==> src/rtl/wt_wbuf_pkg.sv <==
package wt_wbuf_pkg;
   typedef enum logic {
      SRC_SLOT = 1'b0,
      SRC_CPU  = 1'b1
   } wb_src_e;
endpackage

==> src/rtl/wt_wbuf_slot.sv <==
module wt_wbuf_slot #(
   parameter int ADDR_W = 32,
   parameter int DATA_W = 32,
   parameter bit HAS_BE = 1'b1,
   localparam int BE_W = DATA_W / 8
) (
   input  logic              clk,
   input  logic              rst_n,
   input  logic              load,
   input  logic              take,
   input  logic [ADDR_W-1:0] in_addr,
   input  logic [DATA_W-1:0] in_data,
   input  logic [BE_W-1:0]   in_be,
   output logic              valid,
   output logic [ADDR_W-1:0] q_addr,
   output logic [DATA_W-1:0] q_data,
   output logic [BE_W-1:0]   q_be
);
   always_ff @(posedge clk or negedge rst_n) begin
      if (!rst_n) begin
         valid <= 1'b0;
      end else if (take) begin
         valid <= 1'b0;
      end else if (load) begin
         valid <= 1'b1;
      end
   end

   always_ff @(posedge clk) begin
      if (load) begin
         q_addr <= in_addr;
         q_data <= in_data;
      end
   end

   generate
      if (HAS_BE) begin : g_be
         always_ff @(posedge clk) begin
            if (load) q_be <= in_be;
         end
      end else begin : g_full
         logic unused_be;
         assign unused_be = ^in_be;
         assign q_be = '1;
      end
   endgenerate

   AST_SLOT_NO_OVERWRITE: assert property (@(posedge clk) disable iff (!rst_n)
      load |-> !valid);
   AST_SLOT_TAKE_FULL: assert property (@(posedge clk) disable iff (!rst_n)
      take |-> valid);
endmodule

==> src/rtl/wt_wbuf_extport.sv <==
module wt_wbuf_extport
   import wt_wbuf_pkg::*;
#(
   parameter int ADDR_W = 32,
   parameter int DATA_W = 32,
   localparam int BE_W = DATA_W / 8
) (
   input  logic              clk,
   input  logic              rst_n,
   input  logic              launch,
   input  wb_src_e           src,
   input  logic [ADDR_W-1:0] slot_addr,
   input  logic [DATA_W-1:0] slot_data,
   input  logic [BE_W-1:0]   slot_be,
   input  logic [ADDR_W-1:0] cpu_addr,
   input  logic [DATA_W-1:0] cpu_data,
   input  logic [BE_W-1:0]   cpu_be,
   input  logic              ext_ack,
   output logic              ext_req,
   output logic [ADDR_W-1:0] ext_addr,
   output logic [DATA_W-1:0] ext_wdata,
   output logic [BE_W-1:0]   ext_be,
   output wb_src_e           cur_src,
   output logic              complete
);
   assign complete = ext_req && ext_ack;

   always_ff @(posedge clk or negedge rst_n) begin
      if (!rst_n) begin
         ext_req <= 1'b0;
         cur_src <= SRC_SLOT;
      end else if (launch) begin
         ext_req <= 1'b1;
         cur_src <= src;
      end else if (complete) begin
         ext_req <= 1'b0;
      end
   end

   always_ff @(posedge clk) begin
      if (launch) begin
         ext_addr  <= (src == SRC_CPU) ? cpu_addr : slot_addr;
         ext_wdata <= (src == SRC_CPU) ? cpu_data : slot_data;
         ext_be    <= (src == SRC_CPU) ? cpu_be   : slot_be;
      end
   end

   AST_REQ_HOLD: assert property (@(posedge clk) disable iff (!rst_n)
      ext_req && !ext_ack |=> ext_req && $stable(ext_addr) && $stable(ext_wdata) && $stable(ext_be));
   AST_NO_LAUNCH_BUSY: assert property (@(posedge clk) disable iff (!rst_n)
      launch |-> !ext_req);
endmodule

==> src/rtl/wt_wbuf_flags.sv <==
module wt_wbuf_flags (
   input  logic clk,
   input  logic rst_n,
   input  logic load,
   input  logic take,
   input  logic launch,
   input  logic complete,
   output logic flag_empty,
   output logic flag_done
);
   always_ff @(posedge clk or negedge rst_n) begin
      if (!rst_n) begin
         flag_empty <= 1'b1;
      end else if (take) begin
         flag_empty <= 1'b1;
      end else if (load) begin
         flag_empty <= 1'b0;
      end
   end

   always_ff @(posedge clk or negedge rst_n) begin
      if (!rst_n) begin
         flag_done <= 1'b1;
      end else if (launch) begin
         flag_done <= 1'b0;
      end else if (complete) begin
         flag_done <= 1'b1;
      end
   end

   AST_EMPTY_THEN_BUSY: assert property (@(posedge clk) disable iff (!rst_n)
      $rose(flag_empty) |-> $fell(flag_done));
endmodule

==> src/rtl/wt_wbuf.sv <==
module wt_wbuf
   import wt_wbuf_pkg::*;
#(
   parameter int ADDR_W = 32,
   parameter int DATA_W = 32,
   parameter bit HAS_BE = 1'b1,
   localparam int BE_W = DATA_W / 8
) (
   input  logic              clk,
   input  logic              rst_n,
   input  logic              cfg_we,
   input  logic              cfg_en_d,
   input  logic              cpu_wr_req,
   input  logic [ADDR_W-1:0] cpu_addr,
   input  logic [DATA_W-1:0] cpu_wdata,
   input  logic [BE_W-1:0]   cpu_be,
   input  logic              cpu_hit,
   output logic              cpu_stall,
   output logic              cache_we,
   output logic [ADDR_W-1:0] cache_addr,
   output logic [DATA_W-1:0] cache_wdata,
   output logic [BE_W-1:0]   cache_be,
   output logic              lru_upd,
   output logic              ext_req,
   output logic [ADDR_W-1:0] ext_addr,
   output logic [DATA_W-1:0] ext_wdata,
   output logic [BE_W-1:0]   ext_be,
   input  logic              ext_ack,
   output logic              flag_empty,
   output logic              flag_done
);
   initial begin : elab_chk
      if (DATA_W % 8 != 0 || DATA_W < 8) $fatal(1, "wt_wbuf: DATA_W must be a multiple of 8");
      if (ADDR_W < 2) $fatal(1, "wt_wbuf: ADDR_W too small");
   end

   logic              buf_en_q;
   logic              slot_valid;
   logic [ADDR_W-1:0] slot_addr;
   logic [DATA_W-1:0] slot_data;
   logic [BE_W-1:0]   slot_be;
   logic              slot_take, slot_load, direct_go, launch, complete;
   logic              direct_pend, accept;
   wb_src_e           launch_src, cur_src;

   always_ff @(posedge clk or negedge rst_n) begin
      if (!rst_n) buf_en_q <= 1'b1;
      else if (cfg_we) buf_en_q <= cfg_en_d;
   end

   assign direct_pend = ext_req && (cur_src == SRC_CPU);
   assign slot_take   = slot_valid && !ext_req;
   assign direct_go   = cpu_wr_req && !buf_en_q && !slot_valid && !ext_req;
   assign launch      = slot_take || direct_go;
   assign launch_src  = slot_take ? SRC_SLOT : SRC_CPU;

   always_comb begin
      if (!cpu_wr_req)      cpu_stall = 1'b0;
      else if (direct_pend) cpu_stall = !ext_ack;
      else if (buf_en_q)    cpu_stall = slot_valid;
      else                  cpu_stall = 1'b1;
   end

   assign accept    = cpu_wr_req && !cpu_stall;
   assign slot_load = accept && buf_en_q && !direct_pend;

   assign cache_we    = accept && cpu_hit;
   assign lru_upd     = accept && cpu_hit;
   assign cache_addr  = cpu_addr;
   assign cache_wdata = cpu_wdata;
   assign cache_be    = cpu_be;

   wt_wbuf_slot #(.ADDR_W(ADDR_W), .DATA_W(DATA_W), .HAS_BE(HAS_BE)) slot_i (
      .clk(clk), .rst_n(rst_n), .load(slot_load), .take(slot_take),
      .in_addr(cpu_addr), .in_data(cpu_wdata), .in_be(cpu_be),
      .valid(slot_valid), .q_addr(slot_addr), .q_data(slot_data), .q_be(slot_be)
   );

   wt_wbuf_extport #(.ADDR_W(ADDR_W), .DATA_W(DATA_W)) port_i (
      .clk(clk), .rst_n(rst_n), .launch(launch), .src(launch_src),
      .slot_addr(slot_addr), .slot_data(slot_data), .slot_be(slot_be),
      .cpu_addr(cpu_addr), .cpu_data(cpu_wdata), .cpu_be(cpu_be),
      .ext_ack(ext_ack), .ext_req(ext_req), .ext_addr(ext_addr),
      .ext_wdata(ext_wdata), .ext_be(ext_be), .cur_src(cur_src), .complete(complete)
   );

   wt_wbuf_flags flags_i (
      .clk(clk), .rst_n(rst_n), .load(slot_load), .take(slot_take),
      .launch(launch), .complete(complete),
      .flag_empty(flag_empty), .flag_done(flag_done)
   );

   AST_DIRECT_STALL: assert property (@(posedge clk) disable iff (!rst_n)
      cpu_wr_req && !buf_en_q && !ext_req |-> cpu_stall);
   AST_DONE_ON_ACK: assert property (@(posedge clk) disable iff (!rst_n)
      $rose(flag_done) |-> $past(ext_req && ext_ack));
   AST_EMPTY_TRACKS_SLOT: assert property (@(posedge clk) disable iff (!rst_n)
      flag_empty == !slot_valid);
   AST_DIRECT_KEEPS_EMPTY: assert property (@(posedge clk) disable iff (!rst_n)
      direct_pend |-> flag_empty);
endmodule

==> config.mk <==
export PLATFORM = sky130hd
export DESIGN_NAME = wt_wbuf
export DESIGN_NICKNAME = d
export VERILOG_FILES = /design/src/rtl/wt_wbuf_pkg.sv /design/src/rtl/wt_wbuf_slot.sv /design/src/rtl/wt_wbuf_extport.sv /design/src/rtl/wt_wbuf_flags.sv /design/src/rtl/wt_wbuf.sv
export SDC_FILE = /design/constraint.sdc
export NUM_CORES = 1
export LEC_CHECK = 0
export BUFFER_PORTS_ARGS = -buffer_cell sky130_fd_sc_hd__clkbuf_2
export CORE_ASPECT_RATIO = 0.9
export CORE_UTILIZATION = 40
export DETAILED_ROUTE_END_ITERATION = 16
export HOLD_SLACK_MARGIN = 0.12
export PLACE_DENSITY = 0.69
export SYNTH_ARGS = -nofsm -noshare
export SYNTH_HDL_FRONTEND = slang
export SYNTH_SLANG_ARGS = --single-unit
==> constraint.sdc <==
create_clock -name clk -period 4.7 [get_ports clk]
set_input_delay 0.705 -clock clk [delete_from_list [all_inputs] [get_ports clk]]
set_output_delay 0.705 -clock clk [all_outputs]
set_load 0.05 [all_outputs]
### After elaboration in Yosys (flattened, before gate mapping)

Index checks and enable logic that the tools add are counted.

| word-level totals | value |
|---|---|
| bits in registers | 142 |
| output and inout port bits | 142 |
| word-level logic and storage cells | 46 |

| cells by class | value |
|---|---|
| multiplexer cells | 15 |
| reduce and logical (&&, ||, !) cells | 19 |

Operator list:

| kind | count |
|---|---|
| 32-bit two-way mux | 2 |
| 1-bit two-way mux | 12 |
| 1-bit logical AND | 10 |
| 1-bit zero test | 6 |
| 4-bit two-way mux | 1 |
| 2-bit nonzero test | 2 |
| 1-bit logical OR | 1 |

### Depth between registers and ports, before layout

Gate-level depths: netlist of run 1.

| depth | value |
|---|---|
| word-level depth | 9 |
| gate-level depth with buffers | 5 |
| gate-level depth less buffers | 3 |

### Hierarchy

From an unflattened synthesis of run 1, not the netlist that was laid out.

| second synthesis, totals | value |
|---|---|
| cells, all modules | 310 |
| area total of the unflattened synthesis | 5746.8 sq um |

Modules (own cells, without submodules):

| module | sequential area each (sq um) | area each (sq um) | cells each | instances |
|---|---|---|---|---|
| wt_wbuf_extport | 2092.0 | 2979.1 | 150 | 1 |
| wt_wbuf_slot | 2067.0 | 2077.0 | 70 | 1 |
| wt_wbuf | 26.3 | 619.3 | 84 | 1 |
| wt_wbuf_flags | 52.6 | 71.3 | 6 | 1 |

### Least setup slack after synthesis of run 1

OpenSTA, ideal clock, no wires.

| timing path | value |
|---|---|
| path kind | input port to flip-flop |
| start | input port cpu_wr_req |
| end | register port_i.ext_addr[0] (enable) |
| library setup time | 0.520 ns |
| setup slack | 0.010 ns |
| data required time | 4.180 ns |
| cell stages on the path | 2 |
| arrival | 4.170 ns |
| path buffers | 0 |
| cell sequence | nand2b_1 a21oi_1 |

| on the way | value |
|---|---|
| cells in the longest elaborated chain, start to end | 4 |

RTL lines:

| what | RTL line | text |
|---|---|---|
| start, declared | wt_wbuf.sv:13 | `input logic cpu_wr_req,` |
| 1-bit logical AND (3 in a row) | wt_wbuf.sv:53 | `assign direct_go = cpu_wr_req && !buf_en_q && !slot_valid && !ext_req;` |
| 1-bit logical OR | wt_wbuf.sv:54 | `assign launch = slot_take \|\| direct_go;` |
| via flags_i.launch | wt_wbuf_flags.sv:6 | `input logic launch,` |
| end signal, assigned | wt_wbuf_extport.sv:42 | `ext_addr <= (src == SRC_CPU) ? cpu_addr : slot_addr;` |
| end, declared | wt_wbuf_extport.sv:20 | `output logic [ADDR_W-1:0] ext_addr,` |

The timed path passes the listed nets, and every way through them passes these cells.
A chain may end at the register's enable or synchronous reset.

### Worst setup path in the final report of run 1

| timing path | value |
|---|---|
| start | register port_i.ext_req |
| end | register port_i.ext_addr[31], data pin |

| on the way | value |
|---|---|
| cells in the longest elaborated chain, start to end | 3 |

RTL lines:

| what | RTL line | text |
|---|---|---|
| start, declared | wt_wbuf_extport.sv:19 | `output logic ext_req,` |
| start signal, assigned | wt_wbuf_extport.sv:30 | `ext_req <= 1'b0;` |
| start signal, assigned | wt_wbuf_extport.sv:33 | `ext_req <= 1'b1;` |
| start signal, assigned | wt_wbuf_extport.sv:36 | `ext_req <= 1'b0;` |
| 1-bit zero test | wt_wbuf.sv:52 | `assign slot_take = slot_valid && !ext_req;` |
| 1-bit logical AND | wt_wbuf.sv:52 |  |
| 32-bit two-way mux | wt_wbuf_extport.sv:42 |  |

No other way between the ends.

==> metrics.log, run 1 <==
INFO  metric synth-simple-area-share = a little over 1%
INFO  metric worst_path_max_delay_cell = sky130_fd_sc_hd__nand2b_4
INFO  metric leakage = 3.21 nW
INFO  metric globalRouteOverflowTotal = 0
INFO  metric maxCapViolCount = 0
INFO  metric cts-root-to-sink-buffers = 2
INFO  metric synth_top_family_by_area = multiplexers
INFO  metric drc = 0
INFO  metric gp_congestion = 0.719
INFO  metric cp_max_fanout = 43
INFO  metric final-setup-viol-count = 0
INFO  metric fraction_of_the_mapped_netlist_area_in_compound_gates = 0.786%
INFO  metric synth_edf_count = 136
INFO  metric synth_area_leaders = sky130_fd_sc_hd__edfxtp_1, sky130_fd_sc_hd__mux2_4, sky130_fd_sc_hd__buf_4
INFO  metric grt_start_max_net_pins = 44
INFO  metric grt_pass1_wl = 15400 um
INFO  metric antenna_cells = 0
INFO  metric netlist.top_cell.by_area = sky130_fd_sc_hd__edfxtp_1
INFO  metric clkLatencyLatePin = between 0.4 and 0.5 ns
INFO  metric hpwlAfterDp = 6700 um
INFO  metric grt_resource_usage_total = 13.4%
INFO  metric number_of_global_route_vias_before_repair = ~3000
INFO  metric peakVddDrop = 0.000405 V
INFO  metric synthXorXnorAreaFrac = 0%
INFO  metric worstSetupStartpoint = port_i.ext_req
INFO  metric clock.fmax = 0.400 GHz
INFO  metric async_reset_ff_share = 4.23%
INFO  metric critPathArrivalTime = 2.65 ns
INFO  metric worst_case_register_to_register_setup_slack = 2.20 ns
INFO  metric initial_utilization = between 40% and 50%
INFO  metric ant_nets = 0
INFO  metric io_pins = 217
INFO  metric vias_per_cell = about 4.5
INFO  metric dr_total_vias = 3061
INFO  metric die_area = around 16000 um^2
INFO  metric crit_end = port_i.ext_addr[31]
INFO  metric post_synth_instance_area = 6050 um^2
INFO  metric postSynthRegisterBits = 142
INFO  metric worst-r2r-cell-count = 3
INFO  metric yosys_top_cell_area_share = approximately two thirds
INFO  metric critical_path_required = 4.85 ns
INFO  metric route.final.wire_length = around 9900 um
INFO  metric critPathMaxStageDelay = between 0.7 and 0.8 ns
INFO  metric ys.warnings.count = 0
INFO  metric number_of_buffers_created_by_cts = 17
INFO  metric timing.max_slew.rel_slack = 24.7%
INFO  metric synth_cells = 310
INFO  metric avgSynthCellArea = 19.5 um^2
INFO  metric standard_cell_core_area = 14800 um^2
INFO  metric ys_types = 21
INFO  metric finish.utilization = slightly below 50%
INFO  metric synth_to_final_area_change = 21.4%
INFO  metric tritoncts = done
INFO  metric drt_pre_antenna_iters = 4
INFO  metric num_clock_sinks = 142
INFO  metric worstPathCellList = nand2b_4, buf_4, mux2_4
INFO  metric post_route_cells_drive_above_1_share = about two thirds
INFO  metric worst-setup-path-type = reg2reg
INFO  metric max_slew_violation_count = 0
INFO  metric muxShareOfSynthArea = 17.0%
INFO  metric finalWorstPathRequiredPeriod = 2.50 ns
INFO  metric setup_tns = 0 ns
INFO  metric critical_path.reg2reg.endpoint = port_i.ext_addr[31]
INFO  metric seq_area_frac_synth = 70.0%
INFO  metric max_slew.worst_pin.slew = ~1.1 ns
INFO  metric cts.root.buffer_cell = sky130_fd_sc_hd__clkbuf_16
INFO  metric timing_hold_violations_final = 0
INFO  metric layout_worst_path_cycle_share = between 50 and 60%
INFO  metric timing.hold.worst.class = in2reg
INFO  metric worstReg2RegStart = port_i.ext_req
INFO  metric post_synth_fa_ha_maj_area_fraction = 0%
INFO  metric drt_iter0_markers = 84
INFO  metric clk_transition_reported_paths = 0.06 ns
INFO  metric worst_clock_skew = 0.00700 ns
INFO  metric ctsHtreeMaxLevel = 4
INFO  metric synthesis.nets = ~390
INFO  metric floorplan.die.height = around 120 um
INFO  metric run_status = finished clean
INFO  metric number_of_antenna_violations_at_the_first_check_in_global_routing = 0
INFO  metric layout.nets = 548
INFO  metric ys.flop_type = sky130_fd_sc_hd__edfxtp_1
INFO  metric row_count = 42
INFO  metric worst_setup_path_end_kind = register
INFO  metric dieWidth = about 130 um
INFO  metric ratio_of_total_power_to_cell_area = 712 nW/um^2
INFO  metric cp-start-kind = register
INFO  metric port-buffer-count = 216
INFO  metric wire_length_per_cell = ~15 um
INFO  metric cts.repair.resized = 0
INFO  metric rsz0062_at_grt = false
## cell type report
type	count	area (um^2)
Multi-Input combinational cell	89	1160
Timing Repair Buffer	221	1130
Clock inverter	12	123
Tap cell	198	248
Clock buffer	19	433
Fill cell	1224	7420
Sequential cell	142	4240
Inverter	2	7.51
## critical path, delay by kind of cell, from the launching register on
kind | cells | cell delay [ns]
simple gates | 1 | 0.75
mux | 1 | 0.35
flops | 1 | 0.51
buf+inv | 1 | 0.60
## stage by stage
stage	cells	total power [mW]	area [um^2]	hold slack, ns	setup slack, ns
2_1_floorplan	310	3.74	6050	0.409	0.0102
3_3_place_gp	651	3.99	6780	0.495	2.19
3_5_place_dp	651	4.02	6780	0.511	2.14
4_1_cts	683	5.30	7350	0.481	2.19
5_1_grt	683	5.44	7350	0.480	2.10
6_report	683	5.23	7350	0.504	2.20
## per-layer routing
metal	global-route usage, %	vias up	routed length (um)	part of all wire [%]
li1	-	1424	-	-
met1	16.2	1486	4350	44
met4	6.76	0	155	1.6
met3	4.59	14	625	6.3
met5	0	-	0	0
met2	21.5	137	4800	48
## sequential cells by signal, indices dropped and copies added (netlist names)
signal              cells
slot_i.q_be             4
buf_en_q                1
slot_i.q_data          32
port_i.ext_req          1
flags_i.flag_empty      1
slot_i.valid            1
port_i.ext_be           4
port_i.cur_src          1
port_i.ext_wdata       32
port_i.ext_addr        32
slot_i.q_addr          32
flags_i.flag_done       1
## repair_timing
action,in CTS,in global routing
hold buffers,1,0
setup buffers,0,0
endpoints found under the hold margin,3,0
## Yosys cell counts, drive strengths merged (2+ instances only)
library cell	count
edfxtp	136
buf	77
mux2	69
nand2	4
nor2	4
dfrtp	3
dfstp	3
a21o	2
a21oi	2
inv	2
nand2b	2
## power breakdown
part	switching [mW]	internal, mW
Combinational	1.43	0.585
Clock	0.491	0.772
Sequential	0.109	1.85
Total	2.03	3.20
## worst min-delay path by stage
| stage | to | depth (start not counted) | from | slack, ns |
|---|---|---|---|---|
| after floorplan | port_i.cur_src | 0 | rst_n | 0.41 |
| after detailed placement | flags_i.flag_empty | 1 | flags_i.flag_empty | 0.51 |
| after CTS | slot_i.q_data[21] | 1 | cpu_wdata[21] | 0.48 |
| final | slot_i.q_data[21] | 1 | cpu_wdata[21] | 0.50 |
| after global routing | slot_i.q_data[21] | 1 | cpu_wdata[21] | 0.48 |
| after global placement | port_i.cur_src | 1 | port_i.cur_src | 0.49 |
## cells in the final DEF, fill, tap and decap left out, types with 2 or more instances in the layout
cell type / Yosys / routed
sky130_fd_sc_hd__dfrtp_1: 3 / 3
sky130_fd_sc_hd__clkinvlp_4: 0 / 3
sky130_fd_sc_hd__clkbuf_2: 0 / 216
sky130_fd_sc_hd__clkbuf_16: 0 / 17
sky130_fd_sc_hd__bufinv_16: 0 / 2
sky130_fd_sc_hd__clkinv_4: 0 / 2
sky130_fd_sc_hd__dfstp_2: 3 / 3
sky130_fd_sc_hd__edfxtp_1: 136 / 136
sky130_fd_sc_hd__mux2_2: 2 / 2
sky130_fd_sc_hd__nand2_1: 4 / 4
sky130_fd_sc_hd__clkinv_1: 0 / 2
sky130_fd_sc_hd__clkbuf_1: 0 / 2
sky130_fd_sc_hd__buf_4: 69 / 3
sky130_fd_sc_hd__clkinv_2: 0 / 3
sky130_fd_sc_hd__mux2_4: 67 / 67
sky130_fd_sc_hd__inv_1: 2 / 2
sky130_fd_sc_hd__nor2_1: 4 / 3
## cells by family (layout without fill, tap and decap cells)
logic type,count (synthesis),after routing
flip-flops,142,142
buffers and inverters,79,254
multiplexers,69,69
AND/OR/NAND/NOR,13,13
AO/OA/AOI/OAI,7,7
Note: power is estimated with default switching activity, not from simulation.
==> run 2: changes to the inputs <==
--- a/config.mk
+++ b/config.mk
@@ -5,12 +5,13 @@
 export SDC_FILE = /design/constraint.sdc
 export NUM_CORES = 1
 export LEC_CHECK = 0
+export ABC_AREA = 1
 export BUFFER_PORTS_ARGS = -buffer_cell sky130_fd_sc_hd__clkbuf_2
 export CORE_ASPECT_RATIO = 0.9
 export CORE_UTILIZATION = 40
 export DETAILED_ROUTE_END_ITERATION = 16
 export HOLD_SLACK_MARGIN = 0.12
-export PLACE_DENSITY = 0.69
+export PLACE_DENSITY = 0.66
 export SYNTH_ARGS = -nofsm -noshare
 export SYNTH_HDL_FRONTEND = slang
 export SYNTH_SLANG_ARGS = --single-unit
==> constraint.sdc (replaced) <==
create_clock -name clk -period 2.3 [get_ports clk]
set_input_delay 0.345 -clock clk [delete_from_list [all_inputs] [get_ports clk]]
set_output_delay 0.345 -clock clk [all_outputs]
set_load 0.05 [all_outputs]
==> metrics.log, run 2 <==
INFO  metric cts-root-to-sink-buffers = 2
INFO  metric worst_clock_skew = 0.00549 ns
INFO  metric globalRouteOverflowTotal = 0
INFO  metric async_reset_ff_share = approximately 4.2%
INFO  metric cts.repair.resized = 0
INFO  metric worst_setup_path_end_kind = output pin
INFO  metric setup_tns = 0 ns
INFO  metric peakVddDrop = 0.00152 V
INFO  metric wire_length_per_cell = approximately 14 um
INFO  metric ys_types = 19
INFO  metric io_pins = 217
INFO  metric drt_iter0_markers = roughly 100
INFO  metric drc = 0
INFO  metric ratio_of_total_power_to_cell_area = 1440 nW/um^2
INFO  metric grt_resource_usage_total = 14.0%
INFO  metric initial_utilization = between 40% and 50%
INFO  metric standard_cell_core_area = 15700 um^2
INFO  metric row_count = 43
INFO  metric final-setup-viol-count = 0
INFO  metric clock.fmax = about 0.52 GHz
INFO  metric seq_area_frac_synth = 64.7%
INFO  metric synthesis.nets = 533
INFO  metric floorplan.die.height = around 120 um
INFO  metric post-synth-top-count-cell = sky130_fd_sc_hd__edfxtp_1
INFO  metric critPathMaxStageDelay = approximately 0.45 ns
INFO  metric ant_nets = 0
INFO  metric post_synth_instance_area = 6550 um^2
INFO  metric grt_pass1_wl = 17300 um
INFO  metric power_frac_seq = around a third
INFO  metric drt_pre_antenna_iters = 6
INFO  metric cts.repair_timing.setup_buffer_count = 0
INFO  metric synth_cells = 458
INFO  metric synth_area_leaders = sky130_fd_sc_hd__edfxtp_1, sky130_fd_sc_hd__nand2_4, sky130_fd_sc_hd__buf_4
INFO  metric die_area = 16900 um^2
INFO  metric yosys_top_cell_area_share = ~62%
INFO  metric worst-setup-path-type = reg2out
INFO  metric netlist.top_cell.by_area = sky130_fd_sc_hd__edfxtp_1
INFO  metric mostFrequentLayoutCell = sky130_fd_sc_hd__clkbuf_2
INFO  metric max_slew.worst_pin.slew = roughly 0.8 ns
INFO  metric rsz0062_at_grt = false
INFO  metric cp-start-kind = register
INFO  metric ys.warnings.count = 0
INFO  metric placedCellCount = 799
INFO  metric clk_transition_reported_paths = 0.06 ns
INFO  metric timing_hold_violations_final = 0
INFO  metric avgSynthCellArea = 14.3 um^2
INFO  metric dr_total_vias = 3686
INFO  metric max_slew_violation_count = 0
INFO  metric port-buffer-count = 216
INFO  metric worst_path_max_delay_cell = sky130_fd_sc_hd__dfrtp_2
INFO  metric synth_edf_count = 136
INFO  metric clkLatencyLatePin = 0.41 ns
INFO  metric run_status = finished clean
INFO  metric layout.nets = 694
INFO  metric synth_to_final_area_change = 20.2%
INFO  metric hpwlAfterDp = 7560 um
INFO  metric tritoncts = done
INFO  metric worstPathCellList = nand2_2, nand3_1, nand2_1, and3_1, clkbuf_2
INFO  metric finalNonFillerCells = approximately 830
INFO  metric sw_frac_of_total = 43.1%
INFO  metric placedInstanceArea = 7260 um^2
INFO  metric cts.root.buffer_cell = sky130_fd_sc_hd__clkbuf_16
INFO  metric leakage = 3.40 nW
INFO  metric gp_congestion = 0.794
INFO  metric antenna_cells = 0
INFO  metric dieWidth = 137 um
INFO  metric top_cell_types_by_occurrence_after_synthesis = sky130_fd_sc_hd__edfxtp_1, sky130_fd_sc_hd__buf_4, sky130_fd_sc_hd__nand2_1, sky130_fd_sc_hd__nand2_2, sky130_fd_sc_hd__nand2_4
INFO  metric p_sw = 4.90 mW
INFO  metric grt_start_max_net_pins = 71
INFO  metric ys.flop_type = sky130_fd_sc_hd__edfxtp_1
INFO  metric layout.cells.most_common_list = sky130_fd_sc_hd__clkbuf_2, sky130_fd_sc_hd__edfxtp_1, sky130_fd_sc_hd__nand2_2
INFO  metric postLayoutCellArea = 7870 um^2
INFO  metric layout_worst_path_cycle_share = a little over four fifths
INFO  metric number_of_buffers_created_by_cts = 17
INFO  metric timing.max_slew.rel_slack = 46.6%
INFO  metric post_route_cells_drive_above_1_share = 63.2%
INFO  metric part_of_the_power_in_combinational_logic = 41.2%
INFO  metric internal_power = 6.46 mW
INFO  metric number_of_global_route_vias_before_repair = 3428
INFO  metric worst_case_register_to_register_setup_slack = 0.57 ns
INFO  metric num_clock_sinks = approximately 140
INFO  metric route.final.wire_length = about 11000 um
INFO  metric timing.hold.worst.class = in2reg
INFO  metric finalWorstPathRequiredPeriod = a little under 2 ns
INFO  metric maxCapViolCount = 0
INFO  metric pwr-share-clk = between 20% and 30%
INFO  metric ctsHtreeMaxLevel = 4
INFO  metric critPathArrivalTime = between 1.5 and 2 ns
INFO  metric postSynthRegisterBits = 142
INFO  metric critical_path_required = 1.96 ns
INFO  metric cp_max_fanout = 6
INFO  metric number_of_antenna_violations_at_the_first_check_in_global_routing = 0
INFO  metric vias_per_cell = 4.42
==> run 2: critical path, delay by kind of cell, from the launching register on <==
kind                   cells  cell delay, ns
buffers and inverters      1            0.27
and+or+nand+nor            4            0.45
DFF                        1            0.45
==> run 2: per-stage QoR <==
step | setup WS, ns | power, mW | hold slack, ns | utilization [%]
after global placement | 0.618 | 8.71 | 0.182 | 46.2
after global routing | 0.274 | 11.9 | 0.145 | 50.1
after detailed placement | 0.574 | 8.78 | 0.188 | 46.2
after floorplan | 0.0344 | 8.01 | 0.0494 | -
final | 0.368 | 11.4 | 0.174 | 50.1
after CTS | 0.340 | 11.5 | 0.122 | 50.0
==> run 2: power groups by stage <==
stage	Combinational, mW	Clock (mW)	Sequential (mW)
2_1_floorplan	2.16	0	5.85
3_3_place_gp	4.67	0	4.04
3_5_place_dp	4.74	0	4.04
4_1_cts	4.75	2.77	4.00
5_1_grt	4.99	2.89	4.05
6_report	4.68	2.69	3.99
==> run 2: cell type report <==
| type | count | area, um^2 |
|---|---|---|
| fillers | 1371 | 7840 |
| inverters | 7 | 37.5 |
| clock inverters | 11 | 144 |
| flip-flops and latches | 142 | 4240 |
| multi-input cells | 226 | 1580 |
| clock buffers | 20 | 437 |
| repair buffers | 225 | 1180 |
| well taps | 202 | 253 |
==> run 2: kinds of logic after synthesis <==
group,synth area share [%]
buf+inv,11.4
simple gates,23.5
flops,64.7
compound gates,0.439
==> run 2: repair_timing <==
action / CTS / global route
endpoints found under the setup margin: 0 / 0
endpoints found under the hold margin: 7 / 1
hold buffers: 2 / 1
==> run 2: path summary, 6_finish.rpt <==
path                       cells past startpoint                from                    to
max in group asynchronous                      2               rst_n    flags_i.flag_empty
max                                            5      port_i.ext_req               lru_upd
min in group asynchronous                      2               rst_n        port_i.ext_req
min                                            1        cpu_addr[20]     slot_i.q_addr[20]
min reg2reg                                    2  flags_i.flag_empty    flags_i.flag_empty
max reg2reg                                    4      port_i.ext_req  port_i.ext_wdata[15]
==> run 2: per-layer routing <==
layer  vias up  share of wire, %  global-route usage (%)  routed length, um
li1       1796                 -                       -                  -
met1      1726                44                    18.2               5010
met2       154                47                    21.7               5340
met3        10               6.8                    4.84                771
met4         0               1.2                    5.15                140
met5         -                 0                       0                  0
==> run 3: changes to the inputs <==
==> constraint.sdc (replaced) <==
create_clock -name clk -period 1.95 [get_ports clk]
set_input_delay 0.2925 -clock clk [delete_from_list [all_inputs] [get_ports clk]]
set_output_delay 0.2925 -clock clk [all_outputs]
set_load 0.05 [all_outputs]
==> metrics.log, run 3 (synthesized netlist as in run 2, its figures left out) <==
INFO  metric critPathMaxStageDelay = 0.52 ns
INFO  metric finish.utilization = 52.9%
INFO  metric timing.hold.worst.class = in2reg
INFO  metric timing.max_slew.rel_slack = 70.4%
INFO  metric clkLatencyLatePin = 0.41 ns
INFO  metric max_slew_violation_count = 0
INFO  metric hpwlAfterDp = 8000 um
INFO  metric ant_nets = 0
INFO  metric worst_setup_path_end_kind = output pin
INFO  metric leakage = approximately 3.6 nW
INFO  metric drt_iter0_markers = 184
INFO  metric cts-root-to-sink-buffers = 2
INFO  metric die_area = 16900 um^2
INFO  metric layout.filler_cells = 1345
INFO  metric mostFrequentLayoutCell = sky130_fd_sc_hd__clkbuf_2
INFO  metric seqCellArea = approximately 4200 um^2
INFO  metric drt_pre_antenna_iters = 4
INFO  metric worstPathCellList = dlygate4sd3_1, clkbuf_2, nand3_1, nand2_2, and3_1, clkbuf_4
INFO  metric worst-setup-path-type = in2out
INFO  metric run_status = finished clean
INFO  metric placedInstanceArea = 7340 um^2
INFO  metric tritoncts = done
INFO  metric pre_cts_ws = between 0.4 and 0.5 ns
INFO  metric clk_transition_reported_paths = around 0.05 ns
INFO  metric post_route_cells_drive_above_1_share = 59.1%
INFO  metric placedCellCount = 800
INFO  metric initial_utilization = a little over two fifths
INFO  metric number_of_global_route_vias_before_repair = between 3000 and 4000
INFO  metric cts.repair_timing.setup_buffer_count = 0
INFO  metric wire_length_per_cell = around 14 um
INFO  metric ratio_of_total_power_to_cell_area = approximately 1600 nW/um^2
INFO  metric port-buffer-count = 216
INFO  metric ctsHtreeMaxLevel = 4
INFO  metric final-setup-viol-count = 0
INFO  metric worst_path_max_delay_cell = sky130_fd_sc_hd__dlygate4sd3_1
INFO  metric cp-start-kind = input pin
INFO  metric io_pins = 217
INFO  metric cp.buffers_inverters = 3
INFO  metric cts.root.buffer_cell = sky130_fd_sc_hd__clkbuf_16
INFO  metric critical-path-top-delay-family = buffers and inverters
INFO  metric max_slew.worst_pin.slew = between 0.4 and 0.5 ns
INFO  metric clock.fmax = 0.531 GHz
INFO  metric critical_path_required = approximately 1.7 ns
INFO  metric layout_worst_path_cycle_share = between 90% and 100%
INFO  metric peakVddDrop = around 0.001 V
INFO  metric number_of_antenna_violations_at_the_first_check_in_global_routing = 1
INFO  metric floorplan.die.height = 123 um
INFO  metric post-route-worst-setup-slack = 0.0669 ns
INFO  metric standard_cell_core_area = around 16000 um^2
INFO  metric route.final.wire_length = approximately 12000 um
INFO  metric finalNonFillerCells = between 800 and 900
INFO  metric timing_hold_violations_final = 0
INFO  metric cp_max_fanout = 3
INFO  metric globalRouteOverflowTotal = 0
INFO  metric gp_congestion = around 0.74
INFO  metric worst_clock_skew = 0.00773 ns
INFO  metric grt_start_max_net_pins = 71
INFO  metric dr_total_vias = approximately 3900
INFO  metric critPathArrivalTime = 1.59 ns
INFO  metric grt_pass1_wl = 18800 um
INFO  metric dieWidth = 137 um
INFO  metric drc = 0
INFO  metric multi_input_comb_area = 1590 um^2
INFO  metric layout.nets = 737
INFO  metric synth_to_final_area_change = 26.8%
INFO  metric grt_resource_usage_total = 15.1%
INFO  metric layout.cells.most_common_list = sky130_fd_sc_hd__clkbuf_2, sky130_fd_sc_hd__edfxtp_1, sky130_fd_sc_hd__nand2_2
INFO  metric maxCapViolCount = 0
INFO  metric postLayoutCellArea = 8310 um^2
INFO  metric number_of_buffers_created_by_cts = 17
INFO  metric row_count = between 40 and 50
INFO  metric vias_per_cell = around 4.4
INFO  metric finalWorstPathRequiredPeriod = 1.88 ns
INFO  metric holdWs = 0.139 ns
INFO  metric num_clock_sinks = 142
==> run 3: worst paths after layout <==
check	slack (ns)	end	cells after the start	start
worst max-delay path	0.07	cache_we	6	ext_ack
worst min-delay path	0.14	slot_i.q_addr[1]	1	cpu_addr[1]
worst max register to register	0.42	slot_i.q_addr[5]	5	buf_en_q
worst min register to register	0.47	flags_i.flag_empty	2	flags_i.flag_empty
max in group asynchronous	1.45	flags_i.flag_empty	2	rst_n
min in group asynchronous	0.27	slot_i.valid	2	rst_n
==> run 3: area by class of cell <==
cell class                 count  share of cell area (%)
sequential                   142                    51.0
multi-input combinational    226                    19.1
clock inverter                10                   0.904
timing repair buffer         268                    20.2
tap                          202                    3.04
clock buffer                  20                    5.26
inverter                       7                   0.452
antenna                        1                  0.0301
==> run 3: power by group <==
group          internal [mW]  total [mW]  switching, mW
sequential              4.45        4.69          0.243
clock                   1.71        2.86           1.15
combinational           1.30        5.72           4.41
total                   7.46        13.3           5.81
==> run 3: worst register-to-register path, stage by stage, from the launching register on <==
cell and delay [ns]:
sky130_fd_sc_hd__dfstp_2 0.55, sky130_fd_sc_hd__inv_1 0.07, sky130_fd_sc_hd__nor2_1 0.13, sky130_fd_sc_hd__nand3_2 0.11, sky130_fd_sc_hd__clkinvlp_4 0.12, sky130_fd_sc_hd__buf_12 0.22
==> run 3: timing repair <==
action / 4_1_cts / 5_1_grt
hold buffers: 45 / 0
resized for setup: 0 / 4
setup endpoints to repair: 0 / 2
endpoints found under the hold margin: 49 / 0
==> run 3: stage by stage <==
stage,power [mW],TNS [ns]
after floorplan,9.45,-20.27
after global placement,10.4,0
after detailed placement,10.5,0
after CTS,13.5,0
after global routing,13.9,-0.00471
final,13.3,0
==> run 3: layer usage <==
metal | share of wire [%] | wire length, um | up-vias | global-route usage, %
met5 | 0 | 0 | - | 0
met4 | 2.1 | 253 | 0 | 7.01
met3 | 6.4 | 786 | 20 | 4.88
met2 | 51 | 6270 | 149 | 26.0
met1 | 41 | 4990 | 1805 | 17.1
li1 | - | - | 1881 | -
